[src/rtl/rxdf_pkg.sv]
// Shared types and helpers for the receive deframer.
// Assumes characters of 5 to 8 bits held in an 8-bit field.
package rxdf_pkg;

    localparam int DATA_W = 8;

    typedef enum logic [2:0] {
        ST_IDLE,
        ST_START,
        ST_DATA,
        ST_PAR,
        ST_STOP,
        ST_BRKW
    } rx_state_t;

    // Character width from the two-bit width code.
    function automatic logic [3:0] data_bits(input logic [1:0] wl);
        return 4'd5 + {2'b00, wl};
    endfunction

    // Parity bit the receiver expects for a given character.
    function automatic logic expect_parity(input logic [DATA_W-1:0] d,
                                           input logic even_sel,
                                           input logic stick);
        if (stick)
            return ~even_sel;
        else
            return even_sel ? ^d : ~^d;
    endfunction

endpackage

[src/rtl/rxdf_line_in.sv]
// Line input stage: selects pin or loopback source and synchronizes it.
// Assumes the selected source idles high; the chain resets to high.
module rxdf_line_in #(
    parameter int SYNC_STAGES = 2
) (
    input  logic clk,
    input  logic rst_n,
    input  logic rx_pin,
    input  logic loop_tx,
    input  logic loop_en,
    output logic line_sync
);

    logic                   chosen;
    logic [SYNC_STAGES-1:0] sync_q;

    // Source select between the pin and the local transmitter.
    assign chosen = loop_en ? loop_tx : rx_pin;

    for (genvar g = 0; g < SYNC_STAGES; g++) begin : g_stage
        if (g == 0) begin : g_first
            // First flop captures the selected source.
            always_ff @(posedge clk) begin
                if (!rst_n) sync_q[g] <= 1'b1;
                else        sync_q[g] <= chosen;
            end
        end else begin : g_next
            // Later flops extend the synchronizer chain.
            always_ff @(posedge clk) begin
                if (!rst_n) sync_q[g] <= 1'b1;
                else        sync_q[g] <= sync_q[g-1];
            end
        end
    end

    assign line_sync = sync_q[SYNC_STAGES-1];

endmodule

[src/rtl/rxdf_bit_timer.sv]
// Oversample counter: fires a sample pulse at half a bit (start check)
// or a full bit after the previous sample. Counts only on tick cycles.
// Assumes OS_RATE is even and at least 4.
module rxdf_bit_timer #(
    parameter int OS_RATE = 16
) (
    input  logic clk,
    input  logic rst_n,
    input  logic tick,
    input  logic hold,
    input  logic half_sel,
    output logic sample
);

    localparam int CW   = $clog2(OS_RATE);
    localparam int HALF = OS_RATE / 2;

    logic [CW-1:0] cnt;
    logic [CW-1:0] limit;

    // Interval end selected by the caller's phase.
    assign limit  = half_sel ? CW'(HALF - 1) : CW'(OS_RATE - 1);
    assign sample = tick && !hold && (cnt == limit);

    // Tick counter, cleared while held and after each sample.
    always_ff @(posedge clk) begin
        if (!rst_n || hold) cnt <= '0;
        else if (sample)    cnt <= '0;
        else if (tick)      cnt <= cnt + 1'b1;
    end


    cnt_frozen_chk: assert property (@(posedge clk) disable iff (!rst_n)
        (!tick && !hold) |=> $stable(cnt));

endmodule

[src/rtl/rxdf_frame_fsm.sv]
// Frame state machine: validates the start bit, collects data, parity and
// stop bits on timer samples, and issues the FIFO write or overrun.
// Assumes the line is already synchronized and format inputs are static
// while a frame is in progress.
module rxdf_frame_fsm
    import rxdf_pkg::*;
(
    input  logic              clk,
    input  logic              rst_n,
    input  logic              tick,
    input  logic              line,
    input  logic              samp,
    input  logic [1:0]        word_len,
    input  logic              stop_sel,
    input  logic [2:0]        par_cfg,
    input  logic              fifo_full,
    output logic              timer_hold,
    output logic              timer_half,
    output logic              wr_stb,
    output logic [DATA_W-1:0] wr_data,
    output logic              wr_perr,
    output logic              wr_ferr,
    output logic              wr_brk,
    output logic              overrun,
    output logic              stop_mid
);

    rx_state_t         state;
    logic [2:0]        bidx;
    logic [DATA_W-1:0] shreg;
    logic              par_bit;
    logic              all_low;
    logic              ferr_acc;
    logic              stop_idx;

    logic [3:0] nbits;
    logic       last_data;
    logic       two_stop;
    logic       last_stop;
    logic       ferr_n;
    logic       low_n;
    logic       perr_n;

    assign timer_hold = (state == ST_IDLE) || (state == ST_BRKW);
    assign timer_half = (state == ST_START);

    // Per-sample decisions for the current frame position.
    always_comb begin
        nbits     = data_bits(word_len);
        last_data = ({1'b0, bidx} == nbits - 4'd1);
        two_stop  = stop_sel && (word_len != 2'b00);
        last_stop = !two_stop || stop_idx;
        ferr_n    = ferr_acc | ~line;
        low_n     = all_low & ~line;
        perr_n    = par_cfg[0] &&
                    (par_bit != expect_parity(shreg, par_cfg[1], par_cfg[2]));
    end

    // Frame sequencing and output registers.
    always_ff @(posedge clk) begin
        if (!rst_n) begin
            state    <= ST_IDLE;
            bidx     <= '0;
            shreg    <= '0;
            par_bit  <= 1'b0;
            all_low  <= 1'b1;
            ferr_acc <= 1'b0;
            stop_idx <= 1'b0;
            wr_stb   <= 1'b0;
            wr_data  <= '0;
            wr_perr  <= 1'b0;
            wr_ferr  <= 1'b0;
            wr_brk   <= 1'b0;
            overrun  <= 1'b0;
            stop_mid <= 1'b0;
        end else begin
            wr_stb   <= 1'b0;
            overrun  <= 1'b0;
            stop_mid <= 1'b0;
            case (state)
                ST_IDLE: begin
                    if (tick && !line) state <= ST_START;
                end
                ST_START: begin
                    if (samp) begin
                        if (line) begin
                            state <= ST_IDLE;
                        end else begin
                            state    <= ST_DATA;
                            bidx     <= '0;
                            shreg    <= '0;
                            par_bit  <= 1'b0;
                            all_low  <= 1'b1;
                            ferr_acc <= 1'b0;
                            stop_idx <= 1'b0;
                        end
                    end
                end
                ST_DATA: begin
                    if (samp) begin
                        shreg[bidx] <= line;
                        all_low     <= low_n;
                        if (last_data) state <= par_cfg[0] ? ST_PAR : ST_STOP;
                        else           bidx  <= bidx + 3'd1;
                    end
                end
                ST_PAR: begin
                    if (samp) begin
                        par_bit <= line;
                        all_low <= low_n;
                        state   <= ST_STOP;
                    end
                end
                ST_STOP: begin
                    if (samp) begin
                        if (last_stop) begin
                            stop_mid <= 1'b1;
                            if (fifo_full) begin
                                overrun <= 1'b1;
                            end else begin
                                wr_stb  <= 1'b1;
                                wr_data <= shreg;
                                wr_perr <= perr_n;
                                wr_ferr <= ferr_n;
                                wr_brk  <= low_n;
                            end
                            state <= low_n ? ST_BRKW : ST_IDLE;
                        end else begin
                            stop_idx <= 1'b1;
                            ferr_acc <= ferr_n;
                            all_low  <= low_n;
                        end
                    end
                end
                ST_BRKW: begin
                    if (tick && line) state <= ST_IDLE;
                end
                default: state <= ST_IDLE;
            endcase
        end
    end


    false_start_chk: assert property (@(posedge clk) disable iff (!rst_n)
        (state == ST_START && samp && line) |=> (state == ST_IDLE));


    ovr_when_full_chk: assert property (@(posedge clk) disable iff (!rst_n)
        overrun |-> $past(fifo_full));


    ovr_no_write_chk: assert property (@(posedge clk) disable iff (!rst_n)
        overrun |-> !wr_stb);


    brk_shape_chk: assert property (@(posedge clk) disable iff (!rst_n)
        (wr_stb && wr_brk) |-> (wr_ferr && wr_data == '0));


    stop_pulse_chk: assert property (@(posedge clk) disable iff (!rst_n)
        stop_mid |=> !stop_mid);


    brk_hold_chk: assert property (@(posedge clk) disable iff (!rst_n)
        (state == ST_BRKW && !line) |=> (state == ST_BRKW));

endmodule

[src/rtl/uart_rx_deframer.sv]
// Top of the receive deframer: line input stage, oversample timer and
// frame state machine. Assumes tick16 is a one-cycle enable at OS_RATE
// times the bit rate and the format inputs change only between frames.
module uart_rx_deframer #(
    parameter int OS_RATE     = 16,
    parameter int SYNC_STAGES = 2
) (
    input  logic       clk,
    input  logic       rst_n,
    input  logic       tick16,
    input  logic       rx_pin,
    input  logic       loop_tx,
    input  logic       loop_en,
    input  logic [1:0] word_len,
    input  logic       stop_sel,
    input  logic [2:0] par_cfg,
    input  logic       fifo_full,
    output logic       wr_stb,
    output logic [7:0] wr_data,
    output logic       wr_perr,
    output logic       wr_ferr,
    output logic       wr_brk,
    output logic       overrun,
    output logic       stop_mid
);

    logic line_s;
    logic samp;
    logic t_hold;
    logic t_half;

    rxdf_line_in #(.SYNC_STAGES(SYNC_STAGES)) u_line (
        .clk       (clk),
        .rst_n     (rst_n),
        .rx_pin    (rx_pin),
        .loop_tx   (loop_tx),
        .loop_en   (loop_en),
        .line_sync (line_s)
    );

    rxdf_bit_timer #(.OS_RATE(OS_RATE)) u_timer (
        .clk      (clk),
        .rst_n    (rst_n),
        .tick     (tick16),
        .hold     (t_hold),
        .half_sel (t_half),
        .sample   (samp)
    );

    rxdf_frame_fsm u_fsm (
        .clk        (clk),
        .rst_n      (rst_n),
        .tick       (tick16),
        .line       (line_s),
        .samp       (samp),
        .word_len   (word_len),
        .stop_sel   (stop_sel),
        .par_cfg    (par_cfg),
        .fifo_full  (fifo_full),
        .timer_hold (t_hold),
        .timer_half (t_half),
        .wr_stb     (wr_stb),
        .wr_data    (wr_data),
        .wr_perr    (wr_perr),
        .wr_ferr    (wr_ferr),
        .wr_brk     (wr_brk),
        .overrun    (overrun),
        .stop_mid   (stop_mid)
    );

endmodule

[config.mk]
export PLATFORM = sky130hd
export DESIGN_NAME = uart_rx_deframer
export DESIGN_NICKNAME = d
export VERILOG_FILES = /design/src/rtl/rxdf_pkg.sv /design/src/rtl/rxdf_line_in.sv /design/src/rtl/rxdf_bit_timer.sv /design/src/rtl/rxdf_frame_fsm.sv /design/src/rtl/uart_rx_deframer.sv
export SDC_FILE = /design/constraint.sdc
export NUM_CORES = 1
export LEC_CHECK = 0
export BUFFER_PORTS_ARGS = -buffer_cell sky130_fd_sc_hd__buf_4
export CAP_MARGIN = 20
export CORE_MARGIN = 2
export CORE_UTILIZATION = 25
export CTS_CLUSTER_DIAMETER = 200
export DETAILED_ROUTE_END_ITERATION = 8
export HOLD_SLACK_MARGIN = 0.05
export PLACE_DENSITY = 0.49
export SYNTH_ARGS = -nofsm -noshare
export SYNTH_HDL_FRONTEND = slang
export SYNTH_SLANG_ARGS = --single-unit
[constraint.sdc]
create_clock -name clk -period 2.2 [get_ports clk]
set_clock_uncertainty 0.15 [all_clocks]
set_input_delay 0.55 -clock clk [delete_from_list [all_inputs] [get_ports clk]]
set_output_delay 0.55 -clock clk [all_outputs]
set_load 0.01 [all_outputs]
Yosys cells after proc, flatten, opt, wreduce, memory -nomap -nowiden
Cells that the tools add are included.
{"block": "op_classes", "n_addsub": 4, "multipliers": 0, "div_mod_pow": 0, "magnitude_cmp": 2, "eq_ne": 20, "shift": 0, "muxes": 47, "n_bitwise": 5, "reduce_logical": 33}
{"op": "two-way mux 3 bit", "count": 14}
{"op": "two-way mux 8 bit", "count": 3}
{"op": "two-way mux 1 bit", "count": 19}
{"op": "inequality test 2 bit, second input constant", "count": 9}
{"op": "case mux 3 bit (6 select lines)", "count": 1}
{"op": "case mux 8 bit (2 select lines)", "count": 1}
{"op": "AND reduction 4 bit", "count": 4}
{"op": "AND reduction 5 bit", "count": 2}
{"op": "bitwise mux 8 bit", "count": 1}
{"op": "AND reduction 8 bit", "count": 1}
{"op": "nonzero test 2 bit", "count": 4}
{"op": "XNOR reduction 8 bit", "count": 1}
{"op": "parity 8 bit", "count": 1}
{"op": "logical AND 1 bit", "count": 7}
{"op": "== test 3 x 2 -> 1 bit, second input constant", "count": 2}
{"op": "== test 3 bit, second input constant", "count": 2}
{"op": "inequality test 2 x 1 -> 1 bit, second input constant", "count": 3}
{"op": "case mux 1 bit (2 select lines)", "count": 3}
{"op": "case mux 3 bit (2 select lines)", "count": 1}
{"op": "AND reduction 6 bit", "count": 1}
{"op": "adder 3 x 2 -> 4 bit, first input constant", "count": 1}
{"op": "adder 4 x 1 -> 4 bit, second input constant", "count": 1}
{"op": "== test 3 x 4 -> 1 bit", "count": 1}
{"op": "== test 4 bit", "count": 1}
{"op": "other kinds (19)", "count": 27}
{"block": "totals", "register_bits": 38, "latchBits": 0, "mem_bits_rw": 0, "rom_bits": 0, "inputBits": 13, "memories": 0}

Depth between registers and ports, before layout
Gate-level depths: netlist of run 1.
{"block": "logic_depth", "depth_word": 7, "ltp_mapped": 9, "ltp_nobuf": 7}

Hierarchy
Synthesis of run 1 repeated with hierarchy kept, for this count alone.
{"block": "unflattened", "cells_unflattened": 221, "area_unflattened_um2": 1908.1}
{"module": "rxdf_frame_fsm", "instances": 1, "cells_each": 195, "area_per_inst_um2": 1646.6, "seq_area_each_um2": 640.6}
{"module": "rxdf_bit_timer", "instances": 1, "cells_each": 21, "area_per_inst_um2": 201.4, "seq_area_each_um2": 80.1}
{"module": "rxdf_line_in", "instances": 1, "cells_each": 5, "area_per_inst_um2": 60.1, "seq_area_each_um2": 40.0}

Least setup slack after synthesis of run 1
Ideal clock, no wire load.
{"block": "synth_path", "path_kind": "input port to flip-flop", "from": "input port tick16", "to": "register u_fsm.shreg[2]", "t_arrival_ns": 1.924, "slack_ns": 0.002, "cell_stages": 7, "n_path_buf": 1, "path_cell_list": "buf_2 > and3_1 > o31ai_4 > nor4_4 > and4bb_2 > mux2i_1 > nor2_1"}
{"block": "synth_via", "elab_chain_len": 4, "word_cells_on_any_way": 5}
{"element": "start: declaration", "line_no": "uart_rx_deframer.sv:10", "text": "input logic tick16,"}
{"element": "logical AND 1 bit * (2 in a row)", "line_no": "rxdf_bit_timer.sv:23", "text": "assign sample = tick && !hold && (cnt == limit);"}
{"element": "inequality test 2 bit (no line)"}
{"element": "AND reduction 4 bit (no line) *"}
{"element": "end signal: indexed assignment", "line_no": "rxdf_frame_fsm.sv:101", "text": "shreg[bidx] <= line;"}
{"element": "end: declaration", "line_no": "rxdf_frame_fsm.sv:30", "text": "logic [DATA_W-1:0] shreg;"}
Every way passes the cells marked *; elsewhere a longest branch is shown, timed or not.
A chain may end at the register's enable or synchronous reset.

Worst setup path after layout of run 1
{"block": "layout_path", "from": "register u_timer.cnt[0]", "to": "register u_fsm.state[2]"}
{"block": "layout_via", "elab_chain_len": 4, "word_cells_on_any_way": 7}
{"element": "start: declaration", "line_no": "rxdf_bit_timer.sv:18", "text": "logic [CW-1:0] cnt;"}
{"element": "start signal: assignment", "line_no": "rxdf_bit_timer.sv:29", "text": "else if (tick) cnt <= cnt + 1'b1;"}
{"element": "== test 4 bit *", "line_no": "rxdf_bit_timer.sv:23"}
{"element": "logical AND 1 bit *", "line_no": "rxdf_bit_timer.sv:23"}
{"element": "inequality test 2 bit (no line)"}
{"element": "AND reduction 8 bit (no line) *"}
{"element": "end signal: assignment", "line_no": "rxdf_frame_fsm.sv:103", "text": "if (last_data) state <= par_cfg[0] ? ST_PAR : ST_STOP;"}
{"element": "end signal: assignment", "line_no": "rxdf_frame_fsm.sv:127", "text": "state <= low_n ? ST_BRKW : ST_IDLE;"}
{"element": "end: declaration", "line_no": "rxdf_frame_fsm.sv:28", "text": "rx_state_t state;"}
Marks and branches as above.

==> results of run 1 <==
## final cells by class
type | count | area share, %
multi-input cells | 156 | 43.1
flip-flops and latches | 38 | 30.9
repair buffers | 45 | 14.4
well taps | 99 | 5.02
clock buffers | 5 | 2.79
clock inverters | 3 | 2.79
inverters | 7 | 1.06
## state kept, by name (all words and copies together) (netlist names), 3 cells and up
signal and flops:
u_fsm.shreg 8, u_fsm.wr_data 8, u_timer.cnt 4, u_fsm.bidx 3, u_fsm.state 3
## report_power, final
group          switching (mW)  internal, mW  leakage (nW)
Clock                   0.268         0.454        0.0683
Combinational           0.265         0.219         0.593
Sequential             0.0540         0.720         0.308
## Yosys cell counts (3+ instances only)
cell	number	area (sq um)
nor2_1	33	124
xnor2_1	10	87.6
xor2_1	5	43.8
a21o_1	3	22.5
nand2_1	14	52.6
buf_2	7	35.0
mux2i_1	17	170
clkbuf_1	4	15.0
nor2b_1	3	18.8
nand3_1	8	40.0
nand2b_1	4	25.0
inv_1	6	22.5
a21oi_1	9	45.0
o21ai_0	6	30.0
dfxtp_1	38	761
## what timing repair did
item / CTS / global route
resized for setup: 0 / 5
hold buffers: 0 / 0
setup endpoints to repair: 0 / 8
## critical path, stage by stage (launching register included)
cell and delay, ns:
dfxtp_2 0.34, ha_1 0.21, buf_4 0.14, and4_2 0.25, o21a_1 0.17, a311oi_1 0.19
a22o_1 0.23, o31a_1 0.15, a21boi_0 0.17
## worst paths after layout
path	endpoint	slack, ns	start	depth (start not counted)
min	u_line.line_sync	0.26	u_line.sync_q[0]	1
max reg2reg	u_fsm.state[2]	0.13	u_timer.cnt[0]	8
max	u_fsm.state[2]	0.13	u_timer.cnt[0]	8
min reg2reg	u_line.line_sync	0.26	u_line.sync_q[0]	1
## per-layer routing
metal | part of all wire (%) | global-route usage, % | routed length [um]
met2 | 44 | 16.7 | 1920
met4 | 1.8 | 4.55 | 80
met5 | 0 | 0 | 0
met1 | 50 | 14.7 | 2210
met3 | 4.0 | 3.07 | 175
## logic make-up after synthesis
group / after synthesis / share of synthesized area [%]
and+or+nand+nor: 84 / 23.5
DFF: 38 / 39.7
muxes: 17 / 8.87
buffers and inverters: 20 / 5.15
xor gates and xnor gates: 16 / 7.70
AOI/OAI and AO/OA: 37 / 13.8
adders and majority gates: 2 / 1.30
## metrics by stage
step	cell area, sq um	setup TNS [ns]	setup WS [ns]	hold WS [ns]	utilization (%)
after floorplan	1920	0	0.00197	0.236	-
after global placement	2320	-0.000263	-0.000263	0.242	31.6
after detailed placement	2320	0	0.00985	0.244	31.6
after CTS	2460	0	0.0939	0.264	33.5
after global routing	2470	0	0.0141	0.287	33.7
final	2470	0	0.130	0.260	33.7
==> results by group, run 1 <==
Pwr
  • Peak supply drop: 0.371 mV
  • Leakage: 0.969 nW
  • PwrDens: 803 nW/um^2
  • Total power: 1.98 mW

Yosys
  • Synth Flop Type: dfxtp_1
  • Yosys cell types: 48
  • Post-Syn Area per Cell: 8.96 sq um
  • Asr flop ratio synth: 0%
  • #FFs+latches synth: 38
  • Mapped Nets: 229
  • Post-synthesis sequential area ratio: 39.7%
  • Mapped Area: 1920 sq um
  • EDFF count, synth: 0
  • Syn Inst Count: 214
  • Ys Warns: 0

Die
  • Initial core utilization: 26.2%
  • Core Area: 7330 sq um
  • I/O pin count: 27
  • Die area: 8390 sq um
  • Std-Cell Rows: 31
  • DIE WIDTH: 91.6 um
  • Die Height: 91.6 um

Final layout
  • Area occupied by multi-input gates: 1060 sq um
  • Sequential Area: 763 sq um
  • Layout cells sized above 1: 26.4%
  • Commonest non-fill, non-tap cell in the layout: buf_4
  • Area growth syn-to-layout: 28.6%
  • Most frequent cells in the layout: buf_4, dfxtp_1, nor2_1, mux2i_1, nand2_1
  • Fillers: 752
  • Post-route non-filler standard cell count: 353
  • ANT cells: 0
  • Final nets: 268

Drt
  • ANT nets after route: 0
  • DRT Wirelength: 4380 um
  • Initial DRC Count: 121
  • Total iterations of the first detailed-routing run: 4
  • DRC viols: 0
  • Vias per Instance: 4.46
  • DR vias: 1576
  • WL/cell: 12.4 um

CTS
  • Later-pin clock latency in the skew report: 0.30 ns
  • Root Buffer: clkbuf_8
  • # H-tree levels: 2
  • Clk sinks: 38
  • # Post-CTS Setup Buffers: 0
  • Max Root-Sink Buffers: 2
  • CTS tree: done
  • Reg clk slew, reported paths: 0.08 ns
  • CTS buffer count: 5

Global route
  • Overflow after GRT: 0
  • Total GRT Usage: 11.0%
  • Initial antenna violation count: 0
  • Largest net degree at the start of global routing: 16
  • First-pass GRT wire length: 7310 um
  • Vias in the first global route: 1484

Placement
  • IO Port Bufs: 26
  • Final Wtd Congestion: 0.810
  • Placed Cells: 345
  • Post-DP HPWL: 3240 um

STA
  • Final critical-path required period: 2.07 ns
  • Worst Tran Pin Value: 0.494 ns
  • RSZ-0062 raised after global routing: false
  • Fin crit share: 94.1%
  • Max Fclk: 483 MHz
  • Hold Vio Cnt, Final: 0
  • # setup viols final: 0
  • Max-Slew Margin vs Limit: 66.7%
  • Number of max-slew violations in the final report: 0

Setup path
  • CP arrival: 2.14 ns
  • CP Launch Type: flip-flop
  • Worst Path Class, Setup: flip-flop to flip-flop
  • Setup crit end kind: flip-flop
  • Critical Path RT: 2.27 ns
  • Crit path max fanout: 4

Worst hold path
  • Min-delay worst type: flip-flop to flip-flop

Outcome
  • Status: completed

Flow run
  • Max Cap Viol: 0
Note: power is estimated with default switching activity, not from simulation.
==> run 2: changes to the inputs <==
--- a/config.mk
+++ b/config.mk
@@ -5,7 +5,7 @@
 export SDC_FILE = /design/constraint.sdc
 export NUM_CORES = 1
 export LEC_CHECK = 0
-export BUFFER_PORTS_ARGS = -buffer_cell sky130_fd_sc_hd__buf_4
+export BUFFER_PORTS_ARGS = -buffer_cell sky130_fd_sc_hd__buf_2
 export CAP_MARGIN = 20
 export CORE_MARGIN = 2
 export CORE_UTILIZATION = 25
==> constraint.sdc (replaced) <==
create_clock -name clk -period 2.2 [get_ports clk]
set_clock_uncertainty 0.15 [all_clocks]
set_input_delay 0.44 -clock clk [delete_from_list [all_inputs] [get_ports clk]]
set_output_delay 0.44 -clock clk [all_outputs]
set_load 0.01 [all_outputs]
==> run 2 against run 1 <==
Against the previous run: register-to-register slack worse by 0.02 ns; sequential share of layout area up 1.1 points; count of clock-buffer cells in the layout up 1; via count up 1.6%; flip-flop and latch count unchanged.
==> results by group, run 2 (synthesis results as in run 1) <==
Outcome
  • Status: completed

CTS
  • Later-pin clock latency in the skew report: 0.30 ns
  • CTS tree: done
  • Hold buffers post-CTS: 0
  • # Post-CTS Setup Buffers: 0
  • # H-tree levels: 2
  • Root Buffer: clkbuf_8
  • Clk sinks: 38
  • Reg clk slew, reported paths: 0.08 ns
  • CTS buffer count: 5
  • Max Root-Sink Buffers: 2

Setup path
  • Worst Path Class, Setup: flip-flop to flip-flop
  • CP Launch Type: flip-flop
  • Setup crit end kind: flip-flop
  • Critical path cell sequence: ha_2 > buf_4 > and4_1 > o21a_1 > a311oi_1 > a22o_2 > nor4_1 > a31o_2
  • Critical Path RT: 2.25 ns
  • CP arrival: 2.14 ns
  • Critical path launch point: u_timer.cnt[0]
  • Crit path max fanout: 6
  • CP max stage cell: dfxtp_2
  • CP max stage delay: 0.34 ns
  • Critical R2R Launch: u_timer.cnt[0]

Die
  • Die Height: 91.6 um
  • I/O pin count: 27
  • Initial core utilization: 26.2%
  • Die area: 8390 sq um
  • Std-Cell Rows: 31
  • Core Area: 7330 sq um
  • DIE WIDTH: 91.6 um

Final layout
  • Largest regs: u_fsm.shreg (8), u_fsm.wr_data (8), u_timer.cnt (4)
  • ANT cells: 0
  • Cell area after layout: 2390 sq um
  • Final nets: 269
  • Area growth syn-to-layout: 24.4%
  • Most frequent cells in the layout: dfxtp_1, nor2_1, buf_2, buf_4, mux2i_1
  • Layout cells sized above 1: 26.8%
  • Commonest non-fill, non-tap cell in the layout: dfxtp_1

STA
  • Setup_tns: 0 ns
  • # setup viols final: 0
  • Final critical-path required period: 2.09 ns
  • Max Fclk: 479 MHz
  • Fin crit share: 95.0%
  • WHS: 0.195 ns
  • Worst Tran Pin Value: 0.505 ns
  • Max-Slew Margin vs Limit: 66.0%
  • Hold Vio Cnt, Final: 0
  • Number of max-slew violations in the final report: 0

Placement
  • Post-DP HPWL: 3470 um
  • Final Wtd Congestion: 0.825
  • Cell Area, Placed: 2260 sq um
  • IO Port Bufs: 26

Drt
  • DRT Wirelength: 4610 um
  • Initial DRC Count: 116
  • Vias per Instance: 4.54
  • Total iterations of the first detailed-routing run: 4
  • DRC viols: 0
  • WL/cell: 13.1 um
  • ANT nets after route: 0
  • DR vias: 1602

Worst hold path
  • Hold Path Origin: rx_pin
  • Min-delay worst type: input port to flip-flop

Global route
  • Overflow after GRT: 0
  • Initial antenna violation count: 0
  • First-pass GRT wire length: 7800 um
  • Total GRT Usage: 11.7%
  • Largest net degree at the start of global routing: 16
  • Vias in the first global route: 1574

Flow run
  • Max Cap Viol: 0

Pwr
  • Peak supply drop: 0.258 mV
  • Total power: 1.87 mW
  • Leakage: 0.952 nW
  • PwrDens: 785 nW/um^2
-- run 2: final timing paths --
check	end	slack, ns	cells after the start
setup / recovery	u_fsm.state[0]	0.11	8
hold / removal	u_line.sync_q[0]	0.20	3
setup reg to reg	u_fsm.state[0]	0.11	8
hold reg to reg	u_line.line_sync	0.27	1
-- run 2: per-stage QoR --
| stage | instances | util, % | setup slack (ns) |
|---|---|---|---|
| CTS | 353 | 32.4 | 0.0295 |
| detailed placement | 346 | 30.9 | 0.0386 |
| floorplan | 214 | - | 0.112 |
| finish | 353 | 32.5 | 0.111 |
| global route | 353 | 32.5 | -0.00148 |
| global placement | 346 | 30.9 | 0.0954 |
-- run 2: critical path, delay by kind of cell (launching register included) --
kind,cells,cell delay (ns)
fa+ha+maj,1,0.18
compound gates,4,0.89
flops,1,0.34
simple gates,2,0.30
buf+inv,1,0.13
-- run 2: where the power goes --
| part | internal [mW] | leakage, nW | switching [mW] |
|---|---|---|---|
| clock network | 0.363 | 0.0573 | 0.262 |
| logic | 0.207 | 0.587 | 0.279 |
| registers | 0.718 | 0.308 | 0.0430 |
-- run 2: layer usage --
metal,global-route usage [%],routed length (um)
met4,5.43,88
met2,17.3,2000
met5,0,0
met3,2.74,183
met1,16.0,2340
-- run 2: final cells by class --
cell class	count	area [sq um]
clock inverter	1	30.0
clock buffer	6	82.6
fill	786	4940
multi-input combinational	156	1070
sequential	38	763
timing repair buffer	46	293
tap	99	124
inverter	7	26.3
-- run 2: what timing repair did --
action / CTS / global route
resized for setup: 0 / 5
endpoints found under the hold margin: 0 / 0
endpoints found under the setup margin: 0 / 13
==> run 3: changes to the inputs <==
--- a/config.mk
+++ b/config.mk
@@ -8,11 +8,11 @@
 export BUFFER_PORTS_ARGS = -buffer_cell sky130_fd_sc_hd__buf_2
 export CAP_MARGIN = 20
 export CORE_MARGIN = 2
-export CORE_UTILIZATION = 25
+export CORE_UTILIZATION = 39
 export CTS_CLUSTER_DIAMETER = 200
 export DETAILED_ROUTE_END_ITERATION = 8
 export HOLD_SLACK_MARGIN = 0.05
-export PLACE_DENSITY = 0.49
+export PLACE_DENSITY = 0.66
 export SYNTH_ARGS = -nofsm -noshare
 export SYNTH_HDL_FRONTEND = slang
 export SYNTH_SLANG_ARGS = --single-unit
==> run 3 against run 2 <==
Against the previous run: utilization up 17 points; fmax up 1.1%; total power up 4.3%; cell count down 10%; flip-flop and latch count unchanged; final area down 2.5%; register-to-register slack better by 0.02 ns; setup slack better by 0.023 ns; hold slack better by 0.012 ns; combinational power down 4%; critical path type unchanged.
==> results by group, run 3 (synthesis results as in run 1) <==
Pwr
  • Leakage: 0.936 nW
  • Peak supply drop: 0.310 mV
  • Power share of the sequential group: 38.7%
  • Internal: 1.40 mW
  • Sw Pwr: 0.558 mW
  • Total power: 1.95 mW
  • Combinational Power Share: 23.9%
  • PwrDens: 840 nW/um^2
  • Clock network power share: 37.4%
  • Switching share of power: 28.6%

Setup path
  • FF-to-FF End: u_fsm.shreg[2]
  • Setup crit end kind: flip-flop
  • Crit path max fanout: 9
  • CP max stage cell: dfxtp_1
  • Reg2reg path depth: 8
  • CP arrival: 2.09 ns
  • Critical path buffers and inverters: 1
  • Critical Path RT: 2.22 ns
  • Worst Path Class, Setup: flip-flop to flip-flop
  • R2R setup slack: 0.13 ns
  • Critical R2R Launch: u_timer.cnt[1]
  • Critical path's top delay family: simple AND/OR/NAND/NOR gates
  • Critical path cell sequence: ha_2 > and3_1 > o31ai_4 > nor4_4 > buf_4 > and4bb_2 > mux2i_1 > nor2_1
  • CP Launch Type: flip-flop
  • CP max stage delay: 0.36 ns

STA
  • Hold Vio Cnt, Final: 0
  • Fin crit share: 93.9%
  • Number of max-slew violations in the final report: 0
  • Setup_tns: 0 ns
  • Final critical-path required period: 2.07 ns
  • Max-Slew Margin vs Limit: 69.4%
  • Max Fclk: 484 MHz
  • # setup viols final: 0
  • RSZ-0062 raised after global routing: false
  • Worst Tran Pin Value: 0.454 ns

Worst hold path
  • Min-delay worst type: input port to flip-flop
  • Hold Crit Depth: 3
  • WHS Endpoint: u_line.sync_q[0]
  • Hold Path Origin: rx_pin

Drt
  • ANT nets after route: 0
  • DR vias: 1584
  • Total iterations of the first detailed-routing run: 5
  • Initial DRC Count: 119
  • DRT Wirelength: 3960 um
  • Vias per Instance: 5.01
  • DRC viols: 0
  • WL/cell: 12.5 um

Placement
  • Final Wtd Congestion: 0.901
  • Post-DP HPWL: 2900 um
  • IO Port Bufs: 26

Global route
  • First-pass GRT wire length: 6510 um
  • Overflow after GRT: 0
  • Vias in the first global route: 1390
  • Largest net degree at the start of global routing: 14
  • Initial antenna violation count: 0
  • Total GRT Usage: 15.6%

Final layout
  • Layout cells sized above 1: 24.5%
  • Final nets: 263
  • Commonest non-fill, non-tap cell in the layout: dfxtp_1
  • ANT cells: 0
  • Largest regs: u_fsm.shreg (8), u_fsm.wr_data (8), u_timer.cnt (4)
  • Area growth syn-to-layout: 21.3%
  • Most frequent cells in the layout: dfxtp_1, nor2_1, buf_2, mux2i_1, nand2_1

Die
  • DIE WIDTH: 74.1 um
  • Initial core utilization: 40.6%
  • Core Area: 4720 sq um
  • Std-Cell Rows: 25
  • I/O pin count: 27
  • Die area: 5500 sq um
  • Die Height: 74.1 um

CTS
  • Clk sinks: 38
  • Later-pin clock latency in the skew report: 0.29 ns
  • Reg clk slew, reported paths: 0.07 ns
  • CTS buffer count: 5
  • Max Root-Sink Buffers: 2
  • CTS tree: done
  • # H-tree levels: 2
  • # Post-CTS Setup Buffers: 0
  • Root Buffer: clkbuf_8

Outcome
  • Status: completed

Flow run
  • Max Cap Viol: 0
==> run 3: what timing repair did <==
action	CTS	global route
hold buffers	0	0
setup endpoints to repair	0	7
gates resized for setup	0	3
==> run 3: layout make-up <==
| cell class | instances | area, sq um |
|---|---|---|
| inverters | 7 | 26.3 |
| well taps | 67 | 83.8 |
| clock inverters | 2 | 60.1 |
| repair buffers | 40 | 248 |
| flip-flops and latches | 38 | 762 |
| fillers | 441 | 2400 |
| clock buffers | 6 | 82.6 |
| multi-input cells | 156 | 1060 |
==> run 3: routing by layer <==
layer	track usage [%]	routed length, um	part of all wire, %
met5	0	0	0
met2	24.0	1780	45
met1	20.9	1900	48
met4	6.67	78	2.0
met3	3.79	197	5.0
==> run 3: stage by stage <==
| step | utilization, % | setup WS, ns | cell area [sq um] | cells | hold WS (ns) |
|---|---|---|---|---|---|
| floorplan | - | 0.112 | 1920 | 214 | 0.236 |
| global placement | 46.1 | 0.109 | 2180 | 308 | 0.238 |
| detailed placement | 46.1 | 0.0931 | 2180 | 308 | 0.242 |
| CTS | 49.1 | 0.0780 | 2320 | 316 | 0.203 |
| global route | 49.2 | 0.0230 | 2330 | 316 | 0.223 |
| finish | 49.2 | 0.134 | 2330 | 316 | 0.208 |
==> run 3: tightest hold or removal path, cell delays in order <==
cell and delay [ns]:
buf_2 0.07, mux2i_1 0.05, nand2_1 0.05
==> run 3: power by group through the flow <==
stage	clock, mW	sequential (mW)	combinational (mW)
after floorplan	0	0.760	0.362
after global placement	0	0.769	0.461
after detailed placement	0	0.769	0.463
after CTS	0.756	0.754	0.464
after global routing	0.782	0.759	0.517
final	0.730	0.755	0.468
==> run 3: worst max-delay path by stage <==
stage,endpoint,start,cells after the start,slack [ns]
2_1_floorplan,u_fsm.shreg[2],tick16,7,0.11
3_5_place_dp,u_fsm.state[2],word_len[1],6,0.09
6_report,u_fsm.shreg[2],u_timer.cnt[1],8,0.13
4_1_cts,u_fsm.state[1],u_timer.cnt[0],7,0.08
5_1_grt,u_fsm.shreg[2],u_timer.cnt[1],8,0.02
3_3_place_gp,u_fsm.state[1],u_timer.cnt[0],7,0.11
